==> src/rtl/led_shift_pkg.sv <==
package led_shift_pkg;

    localparam int GRP_W     = 8;
    localparam int NUM_GRP   = 3;
    localparam int FRAME_MAX = GRP_W * NUM_GRP;
    localparam int LEN_W     = $clog2(FRAME_MAX + 1);
    localparam int HW_W      = 8;

    localparam int ADR_CTRL_A = 'h00;
    localparam int ADR_CTRL_B = 'h04;
    localparam int ADR_IMAGE  = 'h08;
    localparam int ADR_SPARE  = 'h0C;
    localparam int ADR_STATUS = 'h10;

    typedef enum logic [1:0] {
        SH_IDLE,
        SH_SHIFT,
        SH_STORE
    } sh_state_e;

    typedef struct packed {
        logic [1:0] dsl_en;
        logic [1:0] phya_en;
        logic [1:0] phyb_en;
        logic       fall;
        logic [2:0] groups;
        logic       tmr_en;
        logic [1:0] rate;
    } cfg_t;

    function automatic logic [LEN_W-1:0] frame_len_of(input logic [2:0] groups);
        if (groups[2])      return LEN_W'(3 * GRP_W);
        else if (groups[1]) return LEN_W'(2 * GRP_W);
        else if (groups[0]) return LEN_W'(GRP_W);
        else                return '0;
    endfunction

    function automatic int rate_hz(input logic [1:0] rate);
        case (rate)
            2'd0:    return 2;
            2'd1:    return 4;
            2'd2:    return 8;
            default: return 10;
        endcase
    endfunction

    function automatic logic [HW_W-1:0] hw_owned(input cfg_t c);
        return {1'b0, c.phyb_en, 1'b0, c.phya_en, c.dsl_en};
    endfunction

endpackage

==> src/rtl/led_shift_regs.sv <==
module led_shift_regs
    import led_shift_pkg::*;
#(
    parameter int ADDR_W = 5
) (
    input  logic                 clk,
    input  logic                 rst,
    input  logic                 wr,
    input  logic [ADDR_W-1:0]    addr,
    input  logic [31:0]          wdata,
    input  logic                 busy,
    output logic [31:0]          rdata,
    output cfg_t                 cfg,
    output logic [FRAME_MAX-1:0] image,
    output logic                 sw_req
);
    localparam logic [ADDR_W-1:0] A_CA = ADDR_W'(ADR_CTRL_A);
    localparam logic [ADDR_W-1:0] A_CB = ADDR_W'(ADR_CTRL_B);
    localparam logic [ADDR_W-1:0] A_IM = ADDR_W'(ADR_IMAGE);
    localparam logic [ADDR_W-1:0] A_SP = ADDR_W'(ADR_SPARE);
    localparam logic [ADDR_W-1:0] A_ST = ADDR_W'(ADR_STATUS);

    logic                 a_swu;
    logic [1:0]           a_phya;
    logic                 a_fall;
    logic [1:0]           a_dsl;
    logic [1:0]           b_src;
    logic [1:0]           b_rate;
    logic [1:0]           b_phyb;
    logic [2:0]           b_grp;
    logic [FRAME_MAX-1:0] img_q;
    logic [31:0]          spare_q;

    always_ff @(posedge clk) begin
        if (rst) begin
            a_swu   <= 1'b1;
            a_phya  <= '0;
            a_fall  <= 1'b0;
            a_dsl   <= '0;
            b_src   <= '0;
            b_rate  <= '0;
            b_phyb  <= '0;
            b_grp   <= '0;
            img_q   <= '0;
            spare_q <= '0;
            sw_req  <= 1'b0;
        end else begin
            sw_req <= wr && (addr == A_CA) && wdata[31];
            if (wr) begin
                case (addr)
                    A_CA: begin
                        a_swu  <= wdata[31];
                        a_phya <= wdata[28:27];
                        a_fall <= wdata[26];
                        a_dsl  <= wdata[25:24];
                    end
                    A_CB: begin
                        b_src  <= wdata[31:30];
                        b_rate <= wdata[24:23];
                        b_phyb <= wdata[16:15];
                        b_grp  <= wdata[2:0];
                    end
                    A_IM: img_q   <= wdata[FRAME_MAX-1:0];
                    A_SP: spare_q <= wdata;
                    default: ;
                endcase
            end
        end
    end

    always_comb begin
        rdata = '0;
        case (addr)
            A_CA: begin
                rdata[31]    = a_swu;
                rdata[28:27] = a_phya;
                rdata[26]    = a_fall;
                rdata[25:24] = a_dsl;
            end
            A_CB: begin
                rdata[31:30] = b_src;
                rdata[24:23] = b_rate;
                rdata[16:15] = b_phyb;
                rdata[2:0]   = b_grp;
            end
            A_IM:    rdata[FRAME_MAX-1:0] = img_q;
            A_SP:    rdata = spare_q;
            A_ST:    rdata[0] = busy;
            default: rdata = '0;
        endcase
    end

    always_comb begin
        cfg.dsl_en  = a_dsl;
        cfg.phya_en = a_phya;
        cfg.phyb_en = b_phyb;
        cfg.fall    = a_fall;
        cfg.groups  = b_grp;
        cfg.tmr_en  = b_src[1];
        cfg.rate    = b_rate;
    end

    assign image = img_q;

endmodule

==> src/rtl/led_shift_timer.sv <==
module led_shift_timer
    import led_shift_pkg::*;
#(
    parameter int CLK_HZ = 125_000_000
) (
    input  logic       clk,
    input  logic       rst,
    input  logic       en,
    input  logic [1:0] rate,
    output logic       tick
);
    localparam int CNT_W = $clog2(CLK_HZ / 2 + 1) + 1;

    logic [CNT_W-1:0] cnt;
    logic [CNT_W-1:0] period;

    always_comb begin
        period = CNT_W'(CLK_HZ / rate_hz(rate));
    end

    always_ff @(posedge clk) begin
        if (rst || !en) begin
            cnt  <= '0;
            tick <= 1'b0;
        end else if (cnt >= period - CNT_W'(1)) begin
            cnt  <= '0;
            tick <= 1'b1;
        end else begin
            cnt  <= cnt + CNT_W'(1);
            tick <= 1'b0;
        end
    end

endmodule

==> src/rtl/led_shift_mux.sv <==
module led_shift_mux
    import led_shift_pkg::*;
(
    input  cfg_t                 cfg,
    input  logic [FRAME_MAX-1:0] image,
    input  logic [1:0]           dsl,
    input  logic [1:0]           phya,
    input  logic [1:0]           phyb,
    output logic [FRAME_MAX-1:0] frame_bits,
    output logic [LEN_W-1:0]     frame_len
);
    logic [HW_W-1:0] owned;
    logic [HW_W-1:0] hw_val;

    assign owned  = hw_owned(cfg);
    assign hw_val = {1'b0, phyb, 1'b0, phya, dsl};

    for (genvar i = 0; i < FRAME_MAX; i++) begin : g_bit
        if (i < HW_W) begin : g_low
            assign frame_bits[i] = owned[i] ? hw_val[i] : image[i];
        end else begin : g_high
            assign frame_bits[i] = image[i];
        end
    end

    assign frame_len = frame_len_of(cfg.groups);

endmodule

==> src/rtl/led_shift_serializer.sv <==
module led_shift_serializer
    import led_shift_pkg::*;
#(
    parameter int SCLK_HALF = 4
) (
    input  logic                 clk,
    input  logic                 rst,
    input  logic                 req,
    input  logic                 fall_cfg,
    input  logic [FRAME_MAX-1:0] frame_bits,
    input  logic [LEN_W-1:0]     frame_len,
    output logic                 sclk,
    output logic                 sdata,
    output logic                 strobe,
    output logic                 busy
);
    localparam int HALF_W = $clog2(SCLK_HALF + 1);
    localparam logic [HALF_W-1:0] HALF_LAST = HALF_W'(SCLK_HALF - 1);

    sh_state_e            state;
    logic [FRAME_MAX-1:0] bits_q;
    logic [LEN_W-1:0]     idx;
    logic [HALF_W-1:0]    hcnt;
    logic                 phase;
    logic                 fall_q;
    logic                 pend;

    always_ff @(posedge clk) begin
        if (rst) begin
            state  <= SH_IDLE;
            bits_q <= '0;
            idx    <= '0;
            hcnt   <= '0;
            phase  <= 1'b0;
            fall_q <= 1'b0;
            pend   <= 1'b0;
        end else begin
            case (state)
                SH_IDLE: begin
                    fall_q <= fall_cfg;
                    if (req || pend) begin
                        pend <= 1'b0;
                        if (frame_len != '0) begin
                            bits_q <= frame_bits;
                            idx    <= frame_len - LEN_W'(1);
                            hcnt   <= '0;
                            phase  <= 1'b0;
                            state  <= SH_SHIFT;
                        end
                    end
                end
                SH_SHIFT: begin
                    if (req) pend <= 1'b1;
                    if (hcnt == HALF_LAST) begin
                        hcnt <= '0;
                        if (!phase) begin
                            phase <= 1'b1;
                        end else begin
                            phase <= 1'b0;
                            if (idx == '0) state <= SH_STORE;
                            else           idx   <= idx - LEN_W'(1);
                        end
                    end else begin
                        hcnt <= hcnt + HALF_W'(1);
                    end
                end
                SH_STORE: begin
                    if (req) pend <= 1'b1;
                    state <= SH_IDLE;
                end
                default: state <= SH_IDLE;
            endcase
        end
    end

    assign busy   = (state != SH_IDLE);
    assign strobe = (state == SH_STORE);
    assign sclk   = fall_q ^ ((state == SH_SHIFT) && phase);
    assign sdata  = (state == SH_SHIFT) ? bits_q[idx] : 1'b0;

endmodule

==> src/rtl/led_shift_ctrl.sv <==
module led_shift_ctrl
    import led_shift_pkg::*;
#(
    parameter int CLK_HZ    = 125_000_000,
    parameter int SCLK_HALF = 4,
    parameter int ADDR_W    = 5
) (
    input  logic              clk,
    input  logic              rst,
    input  logic              bus_wr,
    input  logic [ADDR_W-1:0] bus_addr,
    input  logic [31:0]       bus_wdata,
    output logic [31:0]       bus_rdata,
    input  logic [1:0]        dsl_status,
    input  logic [1:0]        phy_a_status,
    input  logic [1:0]        phy_b_status,
    output logic              ser_clk,
    output logic              ser_data,
    output logic              store_strobe
);
    cfg_t                 cfg;
    logic [FRAME_MAX-1:0] image;
    logic [FRAME_MAX-1:0] frame_bits;
    logic [LEN_W-1:0]     frame_len;
    logic                 sw_req;
    logic                 tmr_tick;
    logic                 busy;

    led_shift_regs #(.ADDR_W(ADDR_W)) regs_i (
        .clk(clk), .rst(rst), .wr(bus_wr), .addr(bus_addr), .wdata(bus_wdata),
        .busy(busy), .rdata(bus_rdata), .cfg(cfg), .image(image), .sw_req(sw_req)
    );

    led_shift_timer #(.CLK_HZ(CLK_HZ)) timer_i (
        .clk(clk), .rst(rst), .en(cfg.tmr_en), .rate(cfg.rate), .tick(tmr_tick)
    );

    led_shift_mux mux_i (
        .cfg(cfg), .image(image), .dsl(dsl_status), .phya(phy_a_status),
        .phyb(phy_b_status), .frame_bits(frame_bits), .frame_len(frame_len)
    );

    led_shift_serializer #(.SCLK_HALF(SCLK_HALF)) ser_i (
        .clk(clk), .rst(rst), .req(sw_req || tmr_tick), .fall_cfg(cfg.fall),
        .frame_bits(frame_bits), .frame_len(frame_len), .sclk(ser_clk),
        .sdata(ser_data), .strobe(store_strobe), .busy(busy)
    );

endmodule

==> config.mk <==
export PLATFORM = sky130hd
export DESIGN_NAME = led_shift_ctrl
export DESIGN_NICKNAME = d
export VERILOG_FILES = /design/src/rtl/led_shift_pkg.sv /design/src/rtl/led_shift_regs.sv /design/src/rtl/led_shift_timer.sv /design/src/rtl/led_shift_mux.sv /design/src/rtl/led_shift_serializer.sv /design/src/rtl/led_shift_ctrl.sv
export SDC_FILE = /design/constraint.sdc
export NUM_CORES = 1
export LEC_CHECK = 0
export ABC_CLOCK_PERIOD_IN_PS = 8900
export BUFFER_PORTS_ARGS = -buffer_cell sky130_fd_sc_hd__buf_4
export CORE_ASPECT_RATIO = 1.1
export CORE_MARGIN = 5
export CORE_UTILIZATION = 51
export DETAILED_ROUTE_END_ITERATION = 8
export PLACE_DENSITY = 0.78
export SYNTH_ARGS = -nofsm -noshare
export SYNTH_HDL_FRONTEND = slang
export SYNTH_SLANG_ARGS = --single-unit
==> constraint.sdc <==
create_clock -name clk -period 8.9 [get_ports clk]
set_clock_uncertainty 0.2 [all_clocks]
set_input_delay 1.78 -clock clk [delete_from_list [all_inputs] [get_ports clk]]
set_output_delay 1.78 -clock clk [all_outputs]
set_load 0.01 [all_outputs]
==> impl_metrics.tcl, run 1 <==
set metrics [dict create \
    setup_violations 0 \
    worst_path_most_repeated_cell "ha_1" \
    drv_cap 0 \
    slew_headroom_pct 21.0 \
    synth_cells 925 \
    post-place-ws_ns 1.60 \
    fin_crit_sh_pct 82.7 \
    postCtsHoldBufs 0 \
    drt_first_iter_violations 602 \
    die_area_um2 17300 \
    die_x_um 126 \
    finalSetupTns_ns 0 \
    synth_top_area_cell "dfxtp_1" \
    crit_required_ns 9.04 \
    cts_tree "built" \
    timing.rr.end "timer_i.cnt[0]" \
    via_per_inst 5.64 \
    yosysSeqAreaShare_pct 36.4 \
    final_layout_size_suffix_gt1_share_pct 16.5 \
    crit_type "flip-flop to flip-flop" \
    clk_latency_ns 0.43 \
    critPathLaunchType "flip-flop" \
    cts_buffer_depth 2 \
    cts_resized 0 \
    wl_per_cell_um 16.1 \
    p_int_mw 1.02 \
    io_pins 81 \
    min_from "ser_i.bits_q[10]" \
    syn_area_um2 7530 \
    switchingPower_mw 0.329 \
    post-synth-top-count-cell "nand2_1" \
    die_h_um 137 \
    root_buffer "clkbuf_16" \
    maxSlewViolCount 0 \
    p_leak_nw 3.33 \
    gp_congestion 0.907 \
    fp.coreArea_um2 14400 \
    post_cts_buffers 0 \
    start_util_pct 52.1 \
    clkTransAtPathRegs_ns 0.06 \
    drc 0 \
    synth_flop_cell "dfxtp_1" \
    grt_first_pass_wirelength_um 31600 \
    power_frac_comb_pct 5.7 \
    max_stage_delay_ns 0.62 \
    netSwitchingFraction_pct 24.4 \
    grt_max_degree 112 \
    whs_ns 0.254 \
    via_count 6668 \
    dp_hpwl_um 13100 \
    ir_drop_mv 0.138 \
    synth_common_cells "204 x nand2_1, 137 x dfxtp_1, 106 x a21oi_1" \
    crit_slowest_cell "o41a_2" \
    fin_ws_ns 1.54 \
    antenna_left 0 \
    cts-htree-levels 4 \
    io_buffers 80 \
    period_needed_ns 7.36 \
    areaGrowthSynthToFinish_pct 16.2 \
    yosysUniqueCellTypes 68 \
    layout.nets 1068 \
    cts.sinks 137 \
    synth_top_area_share_pct 36.4 \
    firstDrtPassIters 5 \
    powerDensity_nw_per_um2 154 \
    rsz0062_at_grt "false" \
    synth.ff_latch_count 137 \
    fmax_mhz 136 \
    hold_viol_final 0 \
    crit_path_start "regs_i.b_rate[0]" \
    track_usage_pct 22.4 \
    cts_made_buffers 17 \
    ys_warn_count 0 \
    grt_pass1_vias 6409 \
    holdPathEnd "ser_i.bits_q[10]" \
    syn-mean-instance-area_um2 8.14 \
    critPathTopFamily "compound AO/OA/AOI/OAI gates" \
    synth_edf_count 0 \
    async_reset_ff_share_pct 0 \
    outcome "finished clean" \
    p_seq_share_pct 45.9 \
    synth_area_leaders "dfxtp_1 36%, nand2_1 10%, ha_1 7.1%, a21oi_1 7.0%, mux2i_1 4.1%" \
    critPathCaptureType "flip-flop" \
    antenna_cells 0 \
    antenna_found_initial 0 \
    pwr-share-clk_pct 48.4 \
    min_delay_path_depth 2 \
    reg2reg_slack_ns 1.54 \
    path_buf_inv 3 \
    rr_worst_depth 28 \
    hp-class "flip-flop to flip-flop" \
    wirelength_um 19000 \
    worst_slew_pin_slew_ns 1.19 \
    regToRegStartpoint "regs_i.b_rate[0]" \
    core.rowCount 46 \
    gr-total-overflow 0 \
    crit_fanout 19 \
    cp.arrival_ns 7.50 \
]
-- sequential cells by signal, summed over array words and instances (netlist names) --
name            cells
ser_i.phase         1
regs_i.a_fall       1
timer_i.tick        1
ser_i.bits_q       24
regs_i.a_phya       2
ser_i.state         2
ser_i.idx           5
regs_i.a_swu        1
regs_i.b_src        2
regs_i.a_dsl        2
regs_i.image       24
regs_i.sw_req       1
ser_i.hcnt          3
ser_i.pend          1
regs_i.b_grp        3
ser_i.fall_q        1
regs_i.b_phyb       2
regs_i.b_rate       2
timer_i.cnt        27
regs_i.spare_q     32
-- cells by family (layout without fill, tap and decap cells) --
group           count (synthesis)  after routing  share of synthesized area, %
compound gates                188            188                          15.6
xor+xnor                       32             32                          3.72
fa+ha+maj                      43             43                          7.14
buf+inv                        76            141                          4.42
flops                         137            137                          36.4
mux                            39             39                          6.41
other cells                     1              2                        0.0498
simple gates                  409            409                          26.3
-- worst max path at each step --
stage,endpoint,slack [ns],depth (start not counted)
global route,timer_i.cnt[0],1.08,28
finish,timer_i.cnt[0],1.54,28
detailed placement,timer_i.cnt[0],1.60,28
floorplan,timer_i.cnt[10],2.63,29
CTS,timer_i.cnt[0],1.58,28
global placement,timer_i.cnt[0],1.77,28
-- area by class of cell --
type                            instances  area, um^2
Timing Repair Buffer                   88         661
Clock inverter                         12        92.6
Multi-Input combinational cell        713        4480
Clock buffer                           19         453
Tap cell                              192         240
Inverter                               22        82.6
Fill cell                            1262        5690
Sequential cell                       137        2740
-- power groups by stage --
| stage | Combinational, mW | Clock (mW) | Sequential, mW |
|---|---|---|---|
| floorplan | 0.0479 | 0 | 0.631 |
| global placement | 0.0752 | 0 | 0.633 |
| detailed placement | 0.0762 | 0 | 0.633 |
| CTS | 0.0764 | 0.660 | 0.620 |
| global route | 0.0842 | 0.690 | 0.620 |
| finish | 0.0770 | 0.652 | 0.620 |
-- per-layer routing --
metal	up-vias	GRT usage (%)	wire length, um
met1	3151	27.5	8270
met4	0	8.10	437
met3	33	5.35	1010
met5	-	0	0
met2	179	38.5	9320
li1	3305	-	-
-- placed cells by master (no fill, tap or decap), types with 3 or more instances in the layout --
| cell type | count |
|---|---|
| nand2_1 | 204 |
| dfxtp_1 | 137 |
| a21oi_1 | 106 |
| buf_4 | 88 |
| nand3_1 | 60 |
| nor2_1 | 60 |
| ha_1 | 43 |
| mux2i_1 | 31 |
| xnor2_1 | 23 |
| inv_1 | 21 |
| nor2_4 | 20 |
| o21ai_0 | 17 |
| clkbuf_16 | 17 |
| a22o_1 | 15 |
| a211oi_1 | 11 |
| nand4_1 | 9 |
| xor2_1 | 9 |
| nor3_1 | 8 |
| and3_1 | 8 |
| a21o_1 | 7 |
| mux4_2 | 7 |
| clkinvlp_4 | 7 |
| and2_1 | 6 |
| or3_1 | 5 |
| nor2b_1 | 5 |
| nand2b_1 | 4 |
| a31oi_1 | 3 |
| inv_6 | 3 |
-- metrics by stage --
stage / total power [mW] / instance area [um^2] / util, % / std cells
2_1_floorplan: 0.679 / 7540 / - / 926
3_3_place_gp: 0.708 / 8210 / 56.8 / 1152
3_5_place_dp: 0.709 / 8210 / 56.8 / 1152
4_1_cts: 1.36 / 8750 / 60.6 / 1183
5_1_grt: 1.39 / 8750 / 60.6 / 1183
6_report: 1.35 / 8750 / 60.6 / 1183
-- worst min-delay path, delay by kind of cell, from the launching register on --
family	cells	cell delay (ns)
flip-flops	1	0.31
AND/OR/NAND/NOR	1	0.05
AO/OA/AOI/OAI	1	0.05
Note: power is estimated with default switching activity, not from simulation.
==> inputs of run 2 (changes only) <==
--- a/config.mk
+++ b/config.mk
@@ -5,7 +5,8 @@
 export SDC_FILE = /design/constraint.sdc
 export NUM_CORES = 1
 export LEC_CHECK = 0
-export ABC_CLOCK_PERIOD_IN_PS = 8900
+export ABC_AREA = 1
+export ABC_CLOCK_PERIOD_IN_PS = 6900
 export BUFFER_PORTS_ARGS = -buffer_cell sky130_fd_sc_hd__buf_4
 export CORE_ASPECT_RATIO = 1.1
 export CORE_MARGIN = 5
==> constraint.sdc (replaced) <==
create_clock -name clk -period 6.9 [get_ports clk]
set_clock_uncertainty 0.2 [all_clocks]
set_input_delay 1.38 -clock clk [delete_from_list [all_inputs] [get_ports clk]]
set_output_delay 1.38 -clock clk [all_outputs]
set_load 0.01 [all_outputs]
==> run 2 against run 1 <==
  * First-iteration DRC count is 7.8% lower
  * Sequential share of layout area down 1.1 points
  * Area after synthesis is 2.9% higher
  * Clock power up 35%
  * Synthesized cell count rose by 15%
  * Combinational power grew to 3.8 times the previous value
  * Critical path depth is 8 higher
  * Hold slack got worse by 0.0045 ns
  * Register-to-register slack lost 0.83 ns
  * Routed wire length increased by 5.3%
  * Die area rose by 2.7%
==> impl_metrics.tcl, run 2 <==
set metrics [dict create \
    synth_area_leaders "dfxtp_1 35%, nor2_1 9.0%, o21ai_0 8.7%, ha_1 7.3%, nand2_1 6.5%" \
    worst_slew_pin_slew_ns 1.01 \
    io_pins 81 \
    dp_hpwl_um 14500 \
    syn-mean-instance-area_um2 7.30 \
    core.rowCount 47 \
    clk_latency_ns 0.42 \
    p_seq_share_pct 41.7 \
    via_per_inst 5.44 \
    gp_congestion 0.905 \
    grt_max_degree 60 \
    yosysUniqueCellTypes 50 \
    whs_ns 0.249 \
    pwr-share-clk_pct 43.7 \
    die_h_um 139 \
    crit_fanout 27 \
    netSwitchingFraction_pct 28.7 \
    grt_first_pass_wirelength_um 34100 \
    cts_tree "built" \
    drc 0 \
    maxSlewViolCount 0 \
    layout_commonest_cell "nor2_1" \
    via_count 7283 \
    cts.sinks 137 \
    synth_edf_count 0 \
    dpl-instance-area_um2 8480 \
    final_layout_size_suffix_gt1_share_pct 15.8 \
    fin_ws_ns 0.704 \
    antenna_found_initial 0 \
    drt_first_iter_violations 555 \
    fmax_mhz 161 \
    firstDrtPassIters 5 \
    start_util_pct 51.7 \
    areaGrowthSynthToFinish_pct 16.9 \
    layout.nets 1221 \
    rsz0062_at_grt "false" \
    power_frac_comb_pct 14.6 \
    synth.ff_latch_count 137 \
    track_usage_pct 23.3 \
    synth_top_area_share_pct 35.4 \
    cp.arrival_ns 6.29 \
    critPathLaunchType "flip-flop" \
    slew_headroom_pct 32.6 \
    cts_made_buffers 17 \
    cts-htree-levels 4 \
    crit_required_ns 6.99 \
    synth_cells 1062 \
    p_int_mw 1.44 \
    period_needed_ns 6.20 \
    async_reset_ff_share_pct 0 \
    powerDensity_nw_per_um2 222 \
    outcome "finished clean" \
    top_regs "regs_i.spare_q (32), timer_i.cnt (27)" \
    yosysSeqAreaShare_pct 35.4 \
    ys_warn_count 0 \
    critPathCaptureType "flip-flop" \
    fin_crit_sh_pct 89.8 \
    synth_flop_cell "dfxtp_1" \
    drv_cap 0 \
    setup_violations 0 \
    wl_per_cell_um 15.0 \
    fp.coreArea_um2 15000 \
    p_leak_nw 3.91 \
    final_cell_mix "185 x nor2_1, 137 x dfxtp_1, 135 x nand2_1" \
    switchingPower_mw 0.579 \
    post-place-ws_ns 0.565 \
    crit_type "flip-flop to flip-flop" \
    post_cts_buffers 0 \
    cts_buffer_depth 2 \
    ir_drop_mv 0.152 \
    synth_top_area_cell "dfxtp_1" \
    finalSetupTns_ns 0 \
    hold_viol_final 0 \
    crit_slowest_cell "buf_4" \
    largest_reg_flops 32 \
    max_stage_delay_ns 0.53 \
    clkTransAtPathRegs_ns 0.06 \
    gr-total-overflow 0 \
    antenna_left 0 \
    io_buffers 80 \
    hp-class "flip-flop to flip-flop" \
    post-synth-top-count-cell "nor2_1" \
    grt_pass1_vias 7157 \
    synth_common_cells "186 x nor2_1, 137 x dfxtp_1, 135 x nand2_1" \
    wirelength_um 20100 \
    die_area_um2 17800 \
    finalInstanceArea_um2 9060 \
    antenna_cells 0 \
    die_x_um 128 \
    top_register "regs_i.spare_q" \
    root_buffer "clkbuf_16" \
    syn_area_um2 7750 \
]
-- run 2: changes by cell type after synthesis, moves of 31 or more --
cell,previous run,this run
mux2i_1,31,0
inv_1,21,108
nor2_1,60,186
o21ai_0,17,134
a21oi_1,106,65
nand2_1,204,135
nand3_1,60,29
-- run 2: area by class of cell --
| class | instances | area, um^2 |
|---|---|---|
| Timing Repair Buffer | 88 | 661 |
| Inverter | 114 | 428 |
| Sequential cell | 137 | 2740 |
| Clock buffer | 18 | 439 |
| Clock inverter | 14 | 140 |
| Fill cell | 1379 | 5930 |
| Multi-Input combinational cell | 772 | 4410 |
| Tap cell | 196 | 245 |
-- run 2: power by group through the flow --
stage               registers, mW  logic [mW]  clock network (mW)
finish                      0.840       0.295               0.880
global route                0.844       0.332               0.937
CTS                         0.839       0.293               0.891
detailed placement          0.856       0.290                   0
global placement            0.856       0.284                   0
floorplan                   0.845       0.219                   0
-- run 2: final timing paths --
kind | from | to | slack, ns | cells after the start
worst max-delay path | regs_i.b_rate[0] | timer_i.cnt[6] | 0.70 | 36
worst min-delay path | regs_i.b_src[0] | regs_i.b_src[0] | 0.25 | 2
worst max register to register | regs_i.b_rate[0] | timer_i.cnt[6] | 0.70 | 36
worst min register to register | regs_i.b_src[0] | regs_i.b_src[0] | 0.25 | 2
-- run 2: timing repair --
action	4_1_cts	5_1_grt
endpoints found under the hold margin	0	0
setup endpoints to repair	0	27
hold buffers	0	0
gates resized for setup	0	1
-- run 2: critical path: cells and delay by family (launching register included) --
family / cells / cell delay (ns)
AOI/OAI and AO/OA: 4 / 0.52
xor gates and xnor gates: 1 / 0.13
adders and majority gates: 5 / 1.40
buffers and inverters: 7 / 1.22
DFF: 1 / 0.35
and+or+nand+nor: 19 / 2.20
-- run 2: per-layer routing --
metal / GRT usage (%) / routed length [um] / vias to the layer above
li1: - / - / 3654
met1: 29.6 / 8960 / 3358
met2: 37.2 / 9100 / 227
met3: 6.21 / 1330 / 44
met4: 9.82 / 665 / 0
met5: 0 / 0 / -
-- run 2: stage by stage --
| step | instances | util (%) | power [mW] |
|---|---|---|---|
| after floorplan | 1063 | - | 1.06 |
| after global placement | 1307 | 56.5 | 1.14 |
| after detailed placement | 1307 | 56.5 | 1.15 |
| after CTS | 1339 | 60.4 | 2.02 |
| after global routing | 1339 | 60.4 | 2.11 |
| final | 1339 | 60.4 | 2.01 |
-- run 2: kinds of logic after synthesis --
kind of cell,count (synthesis),share of synthesized area (%)
compound gates,251,18.4
xor+xnor,30,3.49
fa+ha+maj,45,7.26
buf+inv,154,8.02
flops,137,35.4
other cells,1,0.0484
simple gates,444,27.4
==> inputs of run 3 (changes only) <==
--- a/config.mk
+++ b/config.mk
@@ -9,10 +9,10 @@
 export ABC_CLOCK_PERIOD_IN_PS = 6900
 export BUFFER_PORTS_ARGS = -buffer_cell sky130_fd_sc_hd__buf_4
 export CORE_ASPECT_RATIO = 1.1
-export CORE_MARGIN = 5
-export CORE_UTILIZATION = 51
+export CORE_MARGIN = 1.5
+export CORE_UTILIZATION = 45
 export DETAILED_ROUTE_END_ITERATION = 8
-export PLACE_DENSITY = 0.78
+export PLACE_DENSITY = 0.7
 export SYNTH_ARGS = -nofsm -noshare
 export SYNTH_HDL_FRONTEND = slang
 export SYNTH_SLANG_ARGS = --single-unit
==> run 3 against run 2 <==
  * Design area grew 1.0%
  * Combinational power is 1% higher
  * Die area up 1.4%
  * Register-to-register slack hardly changed
  * Highest routed layer unchanged
  * Cell count is 3.0% higher
  * Clock power grew 5.6%
  * Critical path depth down 1
==> impl_metrics.tcl, run 3 (synthesized netlist as in run 2, its figures left out) <==
set metrics [dict create \
    cts_buffer_depth 2 \
    period_needed_ns 6.20 \
    cts_made_buffers 17 \
    rr_worst_depth 35 \
    postCtsHoldBufs 0 \
    cts.sinks 137 \
    grt_pass1_vias 6916 \
    antenna_left 0 \
    post-place-ws_ns 0.529 \
    crit_path_start "regs_i.b_rate[0]" \
    place_inst 1347 \
    post_cts_buffers 0 \
    cts_tree "built" \
    p_total_mw 2.07 \
    top_regs "regs_i.spare_q (32), timer_i.cnt (27)" \
    final_cells 1379 \
    wirelength_um 20700 \
    fin_ws_ns 0.696 \
    crit_slowest_cell "ha_1" \
    drc 0 \
    crit_fanout 13 \
    grt_first_pass_wirelength_um 33900 \
    via_per_inst 5.20 \
    final_layout_size_suffix_gt1_share_pct 15.8 \
    dp_hpwl_um 14600 \
    antenna_cells 0 \
    crit_type "flip-flop to flip-flop" \
    firstDrtPassIters 6 \
    maxSlewViolCount 0 \
    setup_violations 0 \
    cts_resized 0 \
    top_register "regs_i.spare_q" \
    netSwitchingFraction_pct 27.6 \
    critPathLaunchType "flip-flop" \
    gp_congestion 0.923 \
    drt_first_iter_violations 470 \
    switchingPower_mw 0.570 \
    max_stage_delay_ns 0.48 \
    fmax_mhz 161 \
    finalSetupTns_ns 0 \
    cp.arrival_ns 6.36 \
    layout_commonest_cell "nor2_1" \
    reg2reg_slack_ns 0.70 \
    io_buffers 80 \
    worst_path_most_repeated_cell "nand2_1" \
    root_buffer "clkbuf_16" \
    core.rowCount 50 \
    ir_drop_mv 0.187 \
    areaGrowthSynthToFinish_pct 18.1 \
    fp.coreArea_um2 17000 \
    p_leak_nw 3.94 \
    wl_per_cell_um 15.0 \
    p_seq_share_pct 40.6 \
    hold_viol_final 0 \
    gr-total-overflow 0 \
    antenna_found_initial 0 \
    fin_crit_sh_pct 89.9 \
    rsz0062_at_grt "false" \
    largest_reg_flops 32 \
    outcome "finished clean" \
    p_int_mw 1.50 \
    die_area_um2 18000 \
    final_util_pct 54.0 \
    die_x_um 128 \
    final_cell_mix "185 x nor2_1, 137 x dfxtp_1, 135 x nand2_1" \
    layout.nets 1224 \
    cp-endpoint "timer_i.cnt[18]" \
    drv_cap 0 \
    pwr-share-clk_pct 44.9 \
    grt_max_degree 85 \
    n_fill_cell 1625 \
    timing.rr.end "timer_i.cnt[18]" \
    worst_slew_pin_slew_ns 1.00 \
    io_pins 81 \
    hp-class "flip-flop to flip-flop" \
    cts-htree-levels 4 \
    track_usage_pct 23.7 \
    via_count 7173 \
    slew_headroom_pct 33.3 \
    powerDensity_nw_per_um2 226 \
    clk_latency_ns 0.43 \
    clkTransAtPathRegs_ns 0.06 \
    power_frac_comb_pct 14.5 \
    start_util_pct 45.7 \
    crit_required_ns 7.06 \
    regToRegStartpoint "regs_i.b_rate[0]" \
    die_h_um 141 \
    critPathCaptureType "flip-flop" \
]
## run 3: cell types whose count changed in the layout (fill, tap and decap cells not counted), sizes merged
cell,delta
clkbuf,+1
buf,+2
inv,-4
clkinv,+2
bufinv,+2
nand3,+1
clkinvlp,-2
## run 3: critical path: cells and delay by family, from the launching register on
| family | cells | cell delay, ns |
|---|---|---|
| AND/OR/NAND/NOR | 20 | 2.48 |
| adder cells (fa/ha/maj) | 5 | 1.47 |
| AO/OA/AOI/OAI | 4 | 0.77 |
| buffers and inverters | 5 | 0.60 |
| flip-flops | 1 | 0.35 |
| XOR/XNOR | 1 | 0.25 |
## run 3: worst min-delay path by stage
| stage | from | endpoint | slack [ns] | cells past startpoint |
|---|---|---|---|---|
| after CTS | ser_i.hcnt[2] | ser_i.hcnt[2] | 0.25 | 2 |
| after global placement | timer_i.cnt[0] | timer_i.cnt[0] | 0.23 | 1 |
| after detailed placement | ser_i.hcnt[2] | ser_i.hcnt[2] | 0.24 | 2 |
| after floorplan | timer_i.cnt[0] | timer_i.cnt[0] | 0.22 | 1 |
| after global routing | ser_i.hcnt[2] | ser_i.hcnt[2] | 0.28 | 2 |
| final | timer_i.cnt[0] | timer_i.cnt[0] | 0.25 | 1 |
## run 3: metrics by stage
| stage | cell area [um^2] | hold WS, ns |
|---|---|---|
| floorplan | 7750 | 0.217 |
| global placement | 8540 | 0.232 |
| detailed placement | 8540 | 0.241 |
| CTS | 9140 | 0.252 |
| global route | 9150 | 0.279 |
| finish | 9150 | 0.249 |
## run 3: power by group through the flow
stage | Clock [mW] | Combinational [mW] | Sequential (mW)
floorplan | 0 | 0.219 | 0.845
finish | 0.929 | 0.299 | 0.840
CTS | 0.941 | 0.297 | 0.840
global route | 0.972 | 0.336 | 0.844
detailed placement | 0 | 0.295 | 0.856
global placement | 0 | 0.291 | 0.856
## run 3: routing by layer
metal | vias up | GRT usage [%] | part of all wire (%)
li1 | 3664 | - | -
met1 | 3293 | 28.2 | 43
met2 | 181 | 40.8 | 48
met3 | 35 | 6.19 | 6.7
met4 | 0 | 8.81 | 2.2
met5 | - | 0 | 0
## run 3: cell type report
| cell class | instances | area, um^2 | share of cell area [%] |
|---|---|---|---|
| inverters | 114 | 428 | 4.67 |
| clock buffers | 19 | 443 | 4.84 |
| repair buffers | 90 | 676 | 7.38 |
| flip-flops and latches | 137 | 2740 | 30.0 |
| well taps | 234 | 293 | 3.20 |
| multi-input cells | 773 | 4420 | 48.3 |
| clock inverters | 12 | 151 | 1.65 |
